File: src/rtl/eic_pkg.sv
package eic_pkg;
  localparam int unsigned AW = 4;

  localparam logic [AW-1:0] A_ON_SET   = 4'h0;
  localparam logic [AW-1:0] A_OFF_SET  = 4'h1;
  localparam logic [AW-1:0] A_ON_STATE = 4'h2;
  localparam logic [AW-1:0] A_MSK_SET  = 4'h3;
  localparam logic [AW-1:0] A_MSK_CLR  = 4'h4;
  localparam logic [AW-1:0] A_MSK_ST   = 4'h5;
  localparam logic [AW-1:0] A_PEND     = 4'h6;
  localparam logic [AW-1:0] A_PEND_CLR = 4'h7;
  localparam logic [AW-1:0] A_VOTE     = 4'h8;
  localparam logic [AW-1:0] A_EDGE     = 4'h9;
endpackage

File: src/rtl/eic_sync.sv
module eic_sync #(
  parameter int unsigned W = 4
) (
  input  logic         clk,
  input  logic         rst_n,
  input  logic [W-1:0] d_i,
  output logic [W-1:0] q_o
);
  logic [W-1:0] meta_q, meta_n;
  logic [W-1:0] sync_q, sync_n;

  always_comb begin
    meta_n = d_i;
    sync_n = meta_q;
  end

  always_ff @(posedge clk or negedge rst_n) begin
    if (!rst_n) begin
      meta_q <= '0;
      sync_q <= '0;
    end else begin
      meta_q <= meta_n;
      sync_q <= sync_n;
    end
  end

  assign q_o = sync_q;
endmodule

File: src/rtl/eic_vote.sv
module eic_vote #(
  parameter int unsigned W         = 4,
  parameter bit          FILTER_EN = 1'b1
) (
  input  logic         clk,
  input  logic         rst_n,
  input  logic [W-1:0] s_i,
  input  logic [W-1:0] sel_i,
  output logic [W-1:0] f_o
);
  generate
    if (FILTER_EN) begin : g_filt
      logic [W-1:0] h0_q, h1_q, h0_n, h1_n;

      always_comb begin
        h0_n = s_i;
        h1_n = h0_q;
      end

      always_ff @(posedge clk or negedge rst_n) begin
        if (!rst_n) begin
          h0_q <= '0;
          h1_q <= '0;
        end else begin
          h0_q <= h0_n;
          h1_q <= h1_n;
        end
      end

      for (genvar i = 0; i < W; i++) begin : g_ch
        logic maj;
        assign maj    = (s_i[i] & h0_q[i]) | (s_i[i] & h1_q[i]) | (h0_q[i] & h1_q[i]);
        assign f_o[i] = sel_i[i] ? maj : s_i[i];
      end
    end else begin : g_bypass
      logic [W-1:0] unused_sel;
      assign unused_sel = sel_i;
      assign f_o        = s_i;
    end
  endgenerate
endmodule

File: src/rtl/eic_regs.sv
module eic_regs
  import eic_pkg::*;
#(
  parameter int unsigned W = 4
) (
  input  logic          clk,
  input  logic          rst_n,
  input  logic          wr_en,
  input  logic [AW-1:0] wr_addr,
  input  logic [W-1:0]  wr_data,
  input  logic [AW-1:0] rd_addr,
  input  logic [W-1:0]  pend_i,
  output logic [W-1:0]  on_o,
  output logic [W-1:0]  msk_o,
  output logic [W-1:0]  vote_o,
  output logic [W-1:0]  edge_o,
  output logic [W-1:0]  off_p_o,
  output logic [W-1:0]  clr_p_o,
  output logic [W-1:0]  rd_data
);
  logic [W-1:0] on_q, on_n, msk_q, msk_n, vote_q, vote_n, edge_q, edge_n;
  logic [W-1:0] on_set, off_set, m_set, m_clr;
  logic         vote_we, edge_we;

  always_comb begin
    on_set  = (wr_en && wr_addr == A_ON_SET)   ? wr_data : '0;
    off_set = (wr_en && wr_addr == A_OFF_SET)  ? wr_data : '0;
    m_set   = (wr_en && wr_addr == A_MSK_SET)  ? wr_data : '0;
    m_clr   = (wr_en && wr_addr == A_MSK_CLR)  ? wr_data : '0;
    clr_p_o = (wr_en && wr_addr == A_PEND_CLR) ? wr_data : '0;
    vote_we = wr_en && (wr_addr == A_VOTE);
    edge_we = wr_en && (wr_addr == A_EDGE);
    off_p_o = off_set;

    on_n   = (on_q | on_set) & ~off_set;
    msk_n  = (msk_q | m_set) & ~m_clr;
    vote_n = vote_we ? wr_data : vote_q;
    edge_n = edge_we ? wr_data : edge_q;
  end

  always_ff @(posedge clk or negedge rst_n) begin
    if (!rst_n) begin
      on_q   <= '0;
      msk_q  <= '0;
      vote_q <= '0;
      edge_q <= '0;
    end else begin
      on_q   <= on_n;
      msk_q  <= msk_n;
      vote_q <= vote_n;
      edge_q <= edge_n;
    end
  end

  always_comb begin
    case (rd_addr)
      A_ON_STATE: rd_data = on_q;
      A_MSK_ST:   rd_data = msk_q;
      A_PEND:     rd_data = pend_i;
      A_VOTE:     rd_data = vote_q;
      A_EDGE:     rd_data = edge_q;
      default:    rd_data = '0;
    endcase
  end

  assign on_o   = on_q;
  assign msk_o  = msk_q;
  assign vote_o = vote_q;
  assign edge_o = edge_q;
endmodule

File: src/rtl/eic_detect.sv
module eic_detect #(
  parameter int unsigned W = 4
) (
  input  logic         clk,
  input  logic         rst_n,
  input  logic [W-1:0] f_i,
  input  logic [W-1:0] on_i,
  input  logic [W-1:0] edge_i,
  input  logic [W-1:0] off_p_i,
  input  logic [W-1:0] clr_p_i,
  output logic [W-1:0] pend_o
);
  logic [W-1:0] prev_q, prev_n, pend_q, pend_n, cond;

  for (genvar i = 0; i < W; i++) begin : g_ch
    always_comb begin
      cond[i] = edge_i[i] ? (f_i[i] & ~prev_q[i]) : f_i[i];
      if (!on_i[i] || off_p_i[i] || clr_p_i[i]) pend_n[i] = 1'b0;
      else if (cond[i])                          pend_n[i] = 1'b1;
      else                                       pend_n[i] = pend_q[i];
    end
  end

  assign prev_n = f_i;

  always_ff @(posedge clk or negedge rst_n) begin
    if (!rst_n) begin
      prev_q <= '0;
      pend_q <= '0;
    end else begin
      prev_q <= prev_n;
      pend_q <= pend_n;
    end
  end

  assign pend_o = pend_q;
endmodule

File: src/rtl/eic_bank.sv
module eic_bank
  import eic_pkg::*;
#(
  parameter int unsigned NCH       = 4,
  parameter bit          FILTER_EN = 1'b1
) (
  input  logic           clk,
  input  logic           rst_n,
  input  logic [NCH-1:0] pin_i,
  input  logic           wr_en,
  input  logic [AW-1:0]  wr_addr,
  input  logic [NCH-1:0] wr_data,
  input  logic [AW-1:0]  rd_addr,
  output logic [NCH-1:0] rd_data,
  output logic           wake_o,
  output logic [NCH-1:0] irq_o
);
  logic           rst_m_q, rst_q_n;
  logic [NCH-1:0] s_w, f_w, on_w, msk_w, vote_w, edge_w, off_w, clr_w, pend_w;

  always_ff @(posedge clk or negedge rst_n) begin
    if (!rst_n) begin
      rst_m_q <= 1'b0;
      rst_q_n <= 1'b0;
    end else begin
      rst_m_q <= 1'b1;
      rst_q_n <= rst_m_q;
    end
  end

  eic_sync #(.W(NCH)) u_sync (
    .clk(clk), .rst_n(rst_q_n), .d_i(pin_i), .q_o(s_w)
  );

  eic_vote #(.W(NCH), .FILTER_EN(FILTER_EN)) u_vote (
    .clk(clk), .rst_n(rst_q_n), .s_i(s_w), .sel_i(vote_w), .f_o(f_w)
  );

  eic_regs #(.W(NCH)) u_regs (
    .clk(clk), .rst_n(rst_q_n), .wr_en(wr_en), .wr_addr(wr_addr),
    .wr_data(wr_data), .rd_addr(rd_addr), .pend_i(pend_w),
    .on_o(on_w), .msk_o(msk_w), .vote_o(vote_w), .edge_o(edge_w),
    .off_p_o(off_w), .clr_p_o(clr_w), .rd_data(rd_data)
  );

  eic_detect #(.W(NCH)) u_det (
    .clk(clk), .rst_n(rst_q_n), .f_i(f_w), .on_i(on_w), .edge_i(edge_w),
    .off_p_i(off_w), .clr_p_i(clr_w), .pend_o(pend_w)
  );

  assign irq_o  = pend_w & msk_w;
  assign wake_o = |pend_w;
endmodule

File: config.mk
export PLATFORM = sky130hd
export DESIGN_NAME = eic_bank
export DESIGN_NICKNAME = d
export VERILOG_FILES = /design/src/rtl/eic_pkg.sv /design/src/rtl/eic_sync.sv /design/src/rtl/eic_vote.sv /design/src/rtl/eic_regs.sv /design/src/rtl/eic_detect.sv /design/src/rtl/eic_bank.sv
export SDC_FILE = /design/constraint.sdc
export NUM_CORES = 1
export LEC_CHECK = 0
export BUFFER_PORTS_ARGS = -buffer_cell sky130_fd_sc_hd__buf_2
export CELL_PAD_IN_SITES_DETAIL_PLACEMENT = 2
export CELL_PAD_IN_SITES_GLOBAL_PLACEMENT = 2
export CORE_ASPECT_RATIO = 0.9
export CORE_MARGIN = 2
export CORE_UTILIZATION = 35
export CTS_CLUSTER_DIAMETER = 50
export CTS_CLUSTER_SIZE = 12
export DETAILED_ROUTE_END_ITERATION = 10
export PLACE_DENSITY_LB_ADDON = 0.1
export REMOVE_ABC_BUFFERS = 1
export SKIP_LAST_GASP = 1
export SLEW_MARGIN = 15
export SYNTH_ARGS = -nofsm -noshare
export SYNTH_HDL_FRONTEND = slang
export SYNTH_SLANG_ARGS = --single-unit
File: constraint.sdc
create_clock -name clk -period 1.5 [get_ports clk]
set_input_delay 0.15 -clock clk [delete_from_list [all_inputs] [get_ports clk]]
set_output_delay 0.15 -clock clk [all_outputs]
set_load 0.005 [all_outputs]
After elaboration in Yosys (flattened, before gate mapping)

Cells that the tools add are included.

Input bits: 19
Bits in registers: 42
Output and inout bits: 9
Word-level logic and storage cells: 108

Multiplexer cells: 22
Reduce and logical (&&, ||, !) cells: 25
Equal/unequal tests: 11
Bitwise gates (word level): 35

Operators by type and width:

| kind                                                                  | count |
|---|---|
| 4-bit 2-to-1 mux                                                      | 5 |
| 4-bit one-hot mux with 5 select lines                                 | 1 |
| 1-bit AND                                                             | 16 |
| 4-bit by 3-bit equality test with 1-bit output, second input constant | 4 |
| 4-bit equality test, second input constant                            | 4 |
| 1-bit 2-to-1 mux                                                      | 16 |
| 4-bit AND                                                             | 3 |
| 4-bit by 2-bit equality test with 1-bit output, second input constant | 2 |
| 1-bit logical OR                                                      | 8 |
| 4-bit inverter                                                        | 2 |
| 1-bit OR                                                              | 8 |
| 4-bit OR                                                              | 2 |
| 2-bit nonzero test                                                    | 4 |
| 1-bit logical AND                                                     | 7 |
| 4-bit by 1-bit equality test with 1-bit output, second input constant | 1 |
| 1-bit zero test                                                       | 4 |
| 4-bit zero test                                                       | 1 |
| 1-bit inverter                                                        | 4 |
| 4-bit OR reduction                                                    | 1 |

Longest topological paths before layout

Gate-level depths: netlist (run 1).

Depth after elaboration: 8
Mapped depth: 4
Gate-level depth less buffers: 3

Modules after synthesis

Synthesis (run 1) repeated with hierarchy kept, for this count alone.

Cells, all modules: 140
Area total of the unflattened synthesis: 1815.5 um^2

Modules (own cells, without submodules):

| module     | times used | area an instance (um^2) | cells an instance | sequential area each (um^2) |
|---|---|---|---|---|
| eic_regs   | 1          | 952.2                   | 84                | 400.4 |
| eic_vote   | 1          | 290.3                   | 20                | 200.2 |
| eic_detect | 1          | 285.3                   | 20                | 200.2 |
| eic_sync   | 1          | 200.2                   | 8                 | 200.2 |
| eic_bank   | 1          | 87.6                    | 8                 | 50.0 |

Least setup slack after synthesis (run 1)

OpenSTA, ideal clock, no wires.

Kind: input to register
Start point: input wr_addr[1]
End point: register u_regs.vote_q[0] (netlist: u_regs.vote_o[0])
Library setup time: 0.128 ns
Arrival time: 0.994 ns
Path slack: 0.378 ns
Data required time: 1.372 ns
Path buffers: 0
Stages: 3
Path through: nor4bb_1 > and2b_1 > mux2_1

Longest elaborated chain between the ends: 2

RTL lines:

| item                   | line           | source |
|---|---|---|
| start: declaration     | eic_bank.sv:11 | `input logic [AW-1:0] wr_addr,` |
| 4-bit equality test    | eic_regs.sv:31 | `vote_we = wr_en && (wr_addr == A_VOTE);` |
| 1-bit logical AND      | eic_regs.sv:31 |  |
| end signal: assignment | eic_regs.sv:50 | `vote_q <= vote_n;` |
| end: declaration       | eic_regs.sv:21 | `logic [W-1:0] on_q, on_n, msk_q, msk_n, vote_q, vote_n, edge_q, edge_n;` |

Every way passes these cells.
A chain may end at the register's enable or synchronous reset.

Worst setup path in the final report (run 1)

Start point: register u_det.pend_q[3] (netlist: u_det.pend_o[3])
End point: output rd_data[3]

Longest elaborated chain between the ends: 1

RTL lines:

| item                                  | line             | source |
|---|---|---|
| start: declaration                    | eic_detect.sv:13 | `logic [W-1:0] prev_q, prev_n, pend_q, pend_n, cond;` |
| start signal: assignment              | eic_detect.sv:32 | `pend_q <= pend_n;` |
| 4-bit one-hot mux with 5 select lines | eic_regs.sv:56   | `case (rd_addr)` |
| end: declaration                      | eic_bank.sv:14   | `output logic [NCH-1:0] rd_data,` |

Every way passes these cells.

==> run_results.csv, run 1 <==
group,metric,value,unit
run_status,outcome,"finished with violations",
run_status,violations,"negative setup slack",
global_route,grt_pass1_wl,8070,um
routing,drt-pass1-iter-count,4,
worst_setup_path,path_cells,"mux2_2, a32oi_1, o22ai_1, buf_2",
global_route,grt_max_degree,24,
die,core_area,4950,um^2
routing,vias,1389,
logic_synthesis,avgSynthCellArea,12.5,um^2
logic_synthesis,synth_edf_count,0,
cts,cts.sinks,42,
die,initial_utilization,0.370,
cts,insertion_delay,290,ps
logic_synthesis,synth.area.top_cells,"dfrtp_1, mux2_1, a21oi_1",
cells_and_area,drive_above_1_share,0.257,
sta,setup_viol,1,
cells_and_area,num_antenna_cells,0,
worst_setup_path,worstSetupPathType,"reg2out",
pwr,power.density,1170,nW/um^2
global_route,track_usage,0.188,
cts,cts-buffers-inserted,5,
sta,finalCriticalPeriod,1500,ps
sta,min_period_over_period,1.00,
sta,drv_slew,0,
routing,viasPerCell,5.43,
routing,drtAntennaViolNets,0,
worst_setup_path,critical_path_required,1350,ps
cells_and_area,fin_nets,210,
routing,drc_errors,0,
die,io_pins,28,
logic_synthesis,ys_async_sr_fraction,1.00,
sta,timing.final.hold_violations,0,
cts,clkTransAtPathRegs,80,ps
pwr,vdd_ir_drop_max,0.455,mV
pwr,p_leak,1.06,nW
worst_setup_path,slowest_stage,"dfrtp_1",
logic_synthesis,synth_top_area_cell,"dfrtp_1",
worst_setup_path,start_kind,"register",
global_route,grt_pass1_vias,1552,
logic_synthesis,seq_area_frac_synth,0.574,
logic_synthesis,ys_types,37,
pwr,p_total,0.00264,W
routing,first_iter_violations,84,
place,dp_hpwl,3650,um
hold_path,hp-class,"in2reg",
worst_setup_path,critical_path.top_delay_family,"flip-flops",
cts,htree_num_levels,2,
worst_setup_path,critPathMaxFanout,3,
logic_synthesis,synth_cells,146,
sta,finClkSkew,8.74,ps
worst_setup_path,cp.arrival,1350,ps
worst_setup_path,crit_path_end_kind,"output pin",
die,die_area,5830,um^2
place,portBuffers,27,
worst_setup_path,cp.buffers_inverters,1,
sta,fmax,0.666,GHz
place,gp_congestion,0.735,
sta,tns,-0.953,ps
global_route,overflow,0,
routing,wl_per_cell,19.0,um
logic_synthesis,syn_area,1830,um^2
sta,rsz0062_at_grt,"yes",
logic_synthesis,yosysTopAreaCellShare,0.574,
logic_synthesis,synth-seq-cells,42,
cts,cts.path.max_buffers,2,
logic_synthesis,synth-warning-count,0,
flow_run,cap_violations,0,
worst_setup_path,max_stage_delay,400,ps
cells_and_area,n_fill_cell,518,
cells_and_area,syn2layout_area_growth,23.2,%
die,die_x,80.3,um
logic_synthesis,yosysMostFrequentCell,"dfrtp_1",
cts,clockRootBuffer,"clkbuf_8",
cts,cts_tree,"yes",
sta,fin_ws,-0.953,ps
die,dieHeight,72.6,um
global_route,antenna_found_initial,0,
logic_synthesis,synth-main-ff-cell,"dfrtp_1",
routing,routed_wl,4860,um
logic_synthesis,ys_top_cells_by_count,"dfrtp_1, a21oi_1, inv_1, mux2_1",
die,rows,24,
registers in the layout, indices dropped and copies added, names as in the netlist:
signal / count
u_regs.edge_o: 4
u_det.pend_o: 4
rst_m_q: 1
u_vote.g_filt.h1_q: 4
rst_q_n: 1
u_det.prev_q: 4
u_vote.g_filt.h0_q: 4
u_regs.vote_o: 4
u_regs.msk_o: 4
u_regs.on_o: 4
u_sync.q_o: 4
u_sync.meta_q: 4
worst register-to-register path, cell delays in order, from the launching register on:
cell	delay, ps
dfrtp_1	420
buf_4	170
a21o_1	160
a221oi_1	320
a211oi_1	90
metal layers:
layer | global-route usage | wire length, um | part of all wire
met5 | 0 | 0 | 0
met4 | 0.0508 | 48 | 0.0099
met3 | 0.0359 | 164 | 0.034
met2 | 0.309 | 2390 | 0.49
met1 | 0.257 | 2260 | 0.47
report_power, final:
| group | total, W | switching (W) | internal (W) |
|---|---|---|---|
| combinational | 0.000537 | 0.000248 | 0.000289 |
| clock | 0.000683 | 0.000363 | 0.000321 |
| sequential | 0.00142 | 0.000132 | 0.00128 |
cell families after synthesis:
| family | Yosys count | synth area share |
|---|---|---|
| other | 1 | 0.00205 |
| AOI/OAI and AO/OA | 40 | 0.163 |
| muxes | 15 | 0.0888 |
| and+or+nand+nor | 35 | 0.143 |
| buffers and inverters | 12 | 0.0246 |
| xor gates and xnor gates | 1 | 0.00478 |
| DFF | 42 | 0.574 |
layout make-up:
class	instances	area [um^2]	share of cell area
flip-flops and latches	42	1050	0.466
multi-input cells	92	762	0.338
repair buffers	41	253	0.112
well taps	65	81.3	0.0360
clock buffers	7	76.3	0.0338
inverters	9	33.8	0.0150
placed cells by master, fill, tap and decap left out, types with 2 or more instances in the layout:
| cell type | n |
|---|---|
| dfrtp_1 | 42 |
| buf_2 | 27 |
| a21oi_1 | 10 |
| inv_1 | 9 |
| buf_4 | 9 |
| mux2_1 | 8 |
| nand2_1 | 5 |
| mux2i_1 | 5 |
| a21o_1 | 5 |
| clkbuf_8 | 5 |
| dlygate4sd3_1 | 5 |
| o21ai_0 | 4 |
| and3b_1 | 4 |
| and2_1 | 4 |
| nand2b_1 | 4 |
| a22o_1 | 4 |
| a221oi_1 | 4 |
| nor2b_1 | 3 |
| a2111oi_2 | 3 |
| a31oi_1 | 2 |
| nand4bb_1 | 2 |
| a32oi_1 | 2 |
| o22ai_1 | 2 |
| nand3b_1 | 2 |
| clkbuf_1 | 2 |
worst paths after layout:
check | from | slack, ps | cells after the start | to
max | u_det.pend_o[3]$_DFFE_PN0P_ | -1 | 4 | rd_data[3]
min | wr_data[3] | 130 | 2 | u_det.pend_o[3]$_DFFE_PN0P_
max reg2reg | u_regs.vote_o[2]$_DFFE_PN0P_ | 210 | 4 | u_det.pend_o[2]$_DFFE_PN0P_
min reg2reg | rst_q_n$_DFF_PN0_ | 220 | 1 | u_vote.g_filt.h1_q[3]$_DFF_PN0_
max in group asynchronous | rst_q_n$_DFF_PN0_ | 1010 | 1 | u_regs.msk_o[1]$_DFF_PN0_
min in group asynchronous | rst_n | 170 | 2 | rst_q_n$_DFF_PN0_
per-stage QoR:
step	hold WS [ps]	std cells	setup WS (ps)	instance area (um^2)	util
after floorplan	-146	143	245	1820	-
after global placement	-64.7	239	136	2070	0.417
after detailed placement	-60.7	239	80.2	2070	0.417
after CTS	121	254	-42.5	2220	0.448
after global routing	136	256	-77.1	2260	0.456
final	131	256	-0.953	2260	0.456
timing repair:
| item | CTS | global route |
|---|---|---|
| setup endpoints to repair | 4 | 4 |
| endpoints found under the hold margin | 6 | 0 |
| pin swaps | 2 | 3 |
| hold buffers | 5 | 0 |
| buffers inserted | 3 | 2 |
| gates cloned | 0 | 0 |
| gates resized for setup | 1 | 3 |
(Power assumes the default switching activity.)
==> run 2, diff against run 1 <==
--- a/config.mk
+++ b/config.mk
@@ -10,7 +10,7 @@
 export CELL_PAD_IN_SITES_GLOBAL_PLACEMENT = 2
 export CORE_ASPECT_RATIO = 0.9
 export CORE_MARGIN = 2
-export CORE_UTILIZATION = 35
+export CORE_UTILIZATION = 30
 export CTS_CLUSTER_DIAMETER = 50
 export CTS_CLUSTER_SIZE = 12
 export DETAILED_ROUTE_END_ITERATION = 10
==> run_results.csv, run 2 (synthesis gave the netlist of run 1 again) <==
group,metric,value,unit
sta,min_period_over_period,1.03,
cts,clockRootBuffer,"clkbuf_8",
run_status,violations,"negative setup slack",
die,initial_utilization,0.316,
pwr,switching_share,0.284,
run_status,outcome,"finished with violations",
hold_path,hold_path_end,"u_det.pend_o[1]$_DFFE_PN0P_",
pwr,power_switching,0.000772,W
global_route,grt_max_degree,41,
cells_and_area,drive_above_1_share,0.267,
sta,setup_viol,3,
worst_setup_path,worstSetupPathType,"reg2out",
hold_path,hold-path-cell-count,2,
sta,fin_ws,-49.7,ps
sta,fmax,0.645,GHz
pwr,power.density,1200,nW/um^2
cells_and_area,syn2layout_area_growth,23.8,%
sta,drv_slew,0,
die,die_area,6750,um^2
cts,cts.path.max_buffers,2,
pwr,seq_power_share,0.521,
cts,clkTransAtPathRegs,80,ps
sta,slew-limit-headroom,0.648,
place,gp_congestion,0.689,
die,io_pins,28,
die,die_x,86.4,um
routing,wl_per_cell,20.0,um
place,dp_slack,-11.2,ps
die,rows,26,
hold_path,min_from,"wr_data[1]",
worst_setup_path,r2r-start,"u_det.pend_o[0]$_DFFE_PN0P_",
pwr,p_total,0.00272,W
pwr,vdd_ir_drop_max,0.456,mV
worst_setup_path,r2r_cells,4,
pwr,pwr-share-comb,0.201,
pwr,p_leak,1.06,nW
global_route,grt_pass1_vias,1535,
cts,cts.sinks,42,
pwr,p_clk_frac,0.278,
worst_setup_path,slowest_stage,"dfrtp_2",
worst_setup_path,critical_path_required,1350,ps
worst_setup_path,max_stage_delay,430,ps
sta,finClkSkew,8.43,ps
routing,drc_errors,0,
die,dieHeight,78.1,um
cells_and_area,final_common_cell,"dfrtp_1",
cells_and_area,n_fill_cell,623,
sta,finalCriticalPeriod,1550,ps
worst_setup_path,crit_path_end_kind,"output pin",
place,dp_hpwl,3690,um
routing,drt-pass1-iter-count,3,
die,core_area,5790,um^2
place,portBuffers,27,
worst_setup_path,start_kind,"register",
sta,tns,-120,ps
place,placed_cell_area,2060,um^2
worst_setup_path,cp.arrival,1400,ps
routing,vias,1397,
cells_and_area,num_antenna_cells,0,
hold_path,hp-class,"in2reg",
global_route,overflow,0,
worst_setup_path,critPathMaxFanout,3,
global_route,grt_pass1_wl,8510,um
cells_and_area,fin_nets,209,
sta,timing.final.hold_violations,0,
worst_setup_path,r2r_end,"u_det.pend_o[0]$_DFFE_PN0P_",
cells_and_area,final_cell_mix,"dfrtp_1, buf_2, a21oi_1",
worst_setup_path,path_cells,"mux2_4, a32oi_1, o22ai_1, buf_2",
global_route,track_usage,0.169,
routing,drtAntennaViolNets,0,
cts,cts-buffers-inserted,5,
worst_setup_path,r2r_slack,280,ps
routing,routed_wl,5230,um
pwr,p_int,0.00195,W
sta,rsz0062_at_grt,"yes",
sta,worst_pin_slew,527,ps
flow_run,cap_violations,0,
global_route,antenna_found_initial,0,
cts,htree_num_levels,2,
cts,cts_tree,"yes",
routing,viasPerCell,5.35,
cells_and_area,final_cell_area,2270,um^2
routing,first_iter_violations,20,
cts,insertion_delay,290,ps
[run 2: final cells by class]
class	instances	area [um^2]	share of cell area
clock buffer	7	86.3	0.0381
clock inverter	1	5.00	0.00221
inverter	9	33.8	0.0149
multi-input combinational	92	757	0.334
sequential	42	1050	0.464
tap	70	87.6	0.0386
timing repair buffer	40	245	0.108
[run 2: critical path, delay by kind of cell, from the launching register on]
kind	cells	cell delay, ps
mux	1	260
compound gates	2	280
flops	1	430
buf+inv	1	140
[run 2: worst max path at each step]
stage                                      startpoint                      endpoint  slack [ps]  cells after the start
after CTS                 u_det.pend_o[0]$_DFFE_PN0P_                    rd_data[0]         -80                      4
after floorplan                     rst_q_n$_DFF_PN0_   u_det.pend_o[0]$_DFFE_PN0P_         240                      0
after global placement                     wr_addr[1]  u_regs.vote_o[0]$_DFFE_PN0P_          80                      4
final                     u_det.pend_o[0]$_DFFE_PN0P_                    rd_data[0]         -50                      4
after global routing      u_det.pend_o[0]$_DFFE_PN0P_                    rd_data[0]        -120                      4
after detailed placement                   wr_addr[1]  u_regs.vote_o[2]$_DFFE_PN0P_         -10                      4
[run 2: repair_timing]
item,4_1_cts,5_1_grt
resized for setup,3,2
pin swaps,2,2
endpoints found under the setup margin,4,4
setup buffers,5,1
hold endpoints to repair,6,0
hold buffers,5,0
cloned,0,0
[run 2: metrics by stage]
step / util / hold slack (ps) / instances
global placement: 0.355 / -66.0 / 242
CTS: 0.388 / 127 / 260
detailed placement: 0.355 / -64.5 / 242
global route: 0.392 / 132 / 261
floorplan: - / -146 / 143
finish: 0.392 / 129 / 261
[run 2: power by group through the flow]
stage / logic [W] / clock network [W] / registers, W
CTS: 0.000530 / 0.000776 / 0.00142
floorplan: 0.000262 / 0 / 0.00140
global route: 0.000601 / 0.000844 / 0.00144
finish: 0.000545 / 0.000755 / 0.00142
detailed placement: 0.000414 / 0 / 0.00146
global placement: 0.000388 / 0 / 0.00145
[run 2: per-layer routing]
| layer | up-vias | wire, um | GRT usage |
|---|---|---|---|
| met1 | 732 | 2430 | 0.226 |
| met3 | 6 | 177 | 0.0326 |
| li1 | 629 | - | - |
| met5 | - | 0 | 0 |
| met4 | 0 | 68 | 0.0563 |
| met2 | 30 | 2550 | 0.275 |
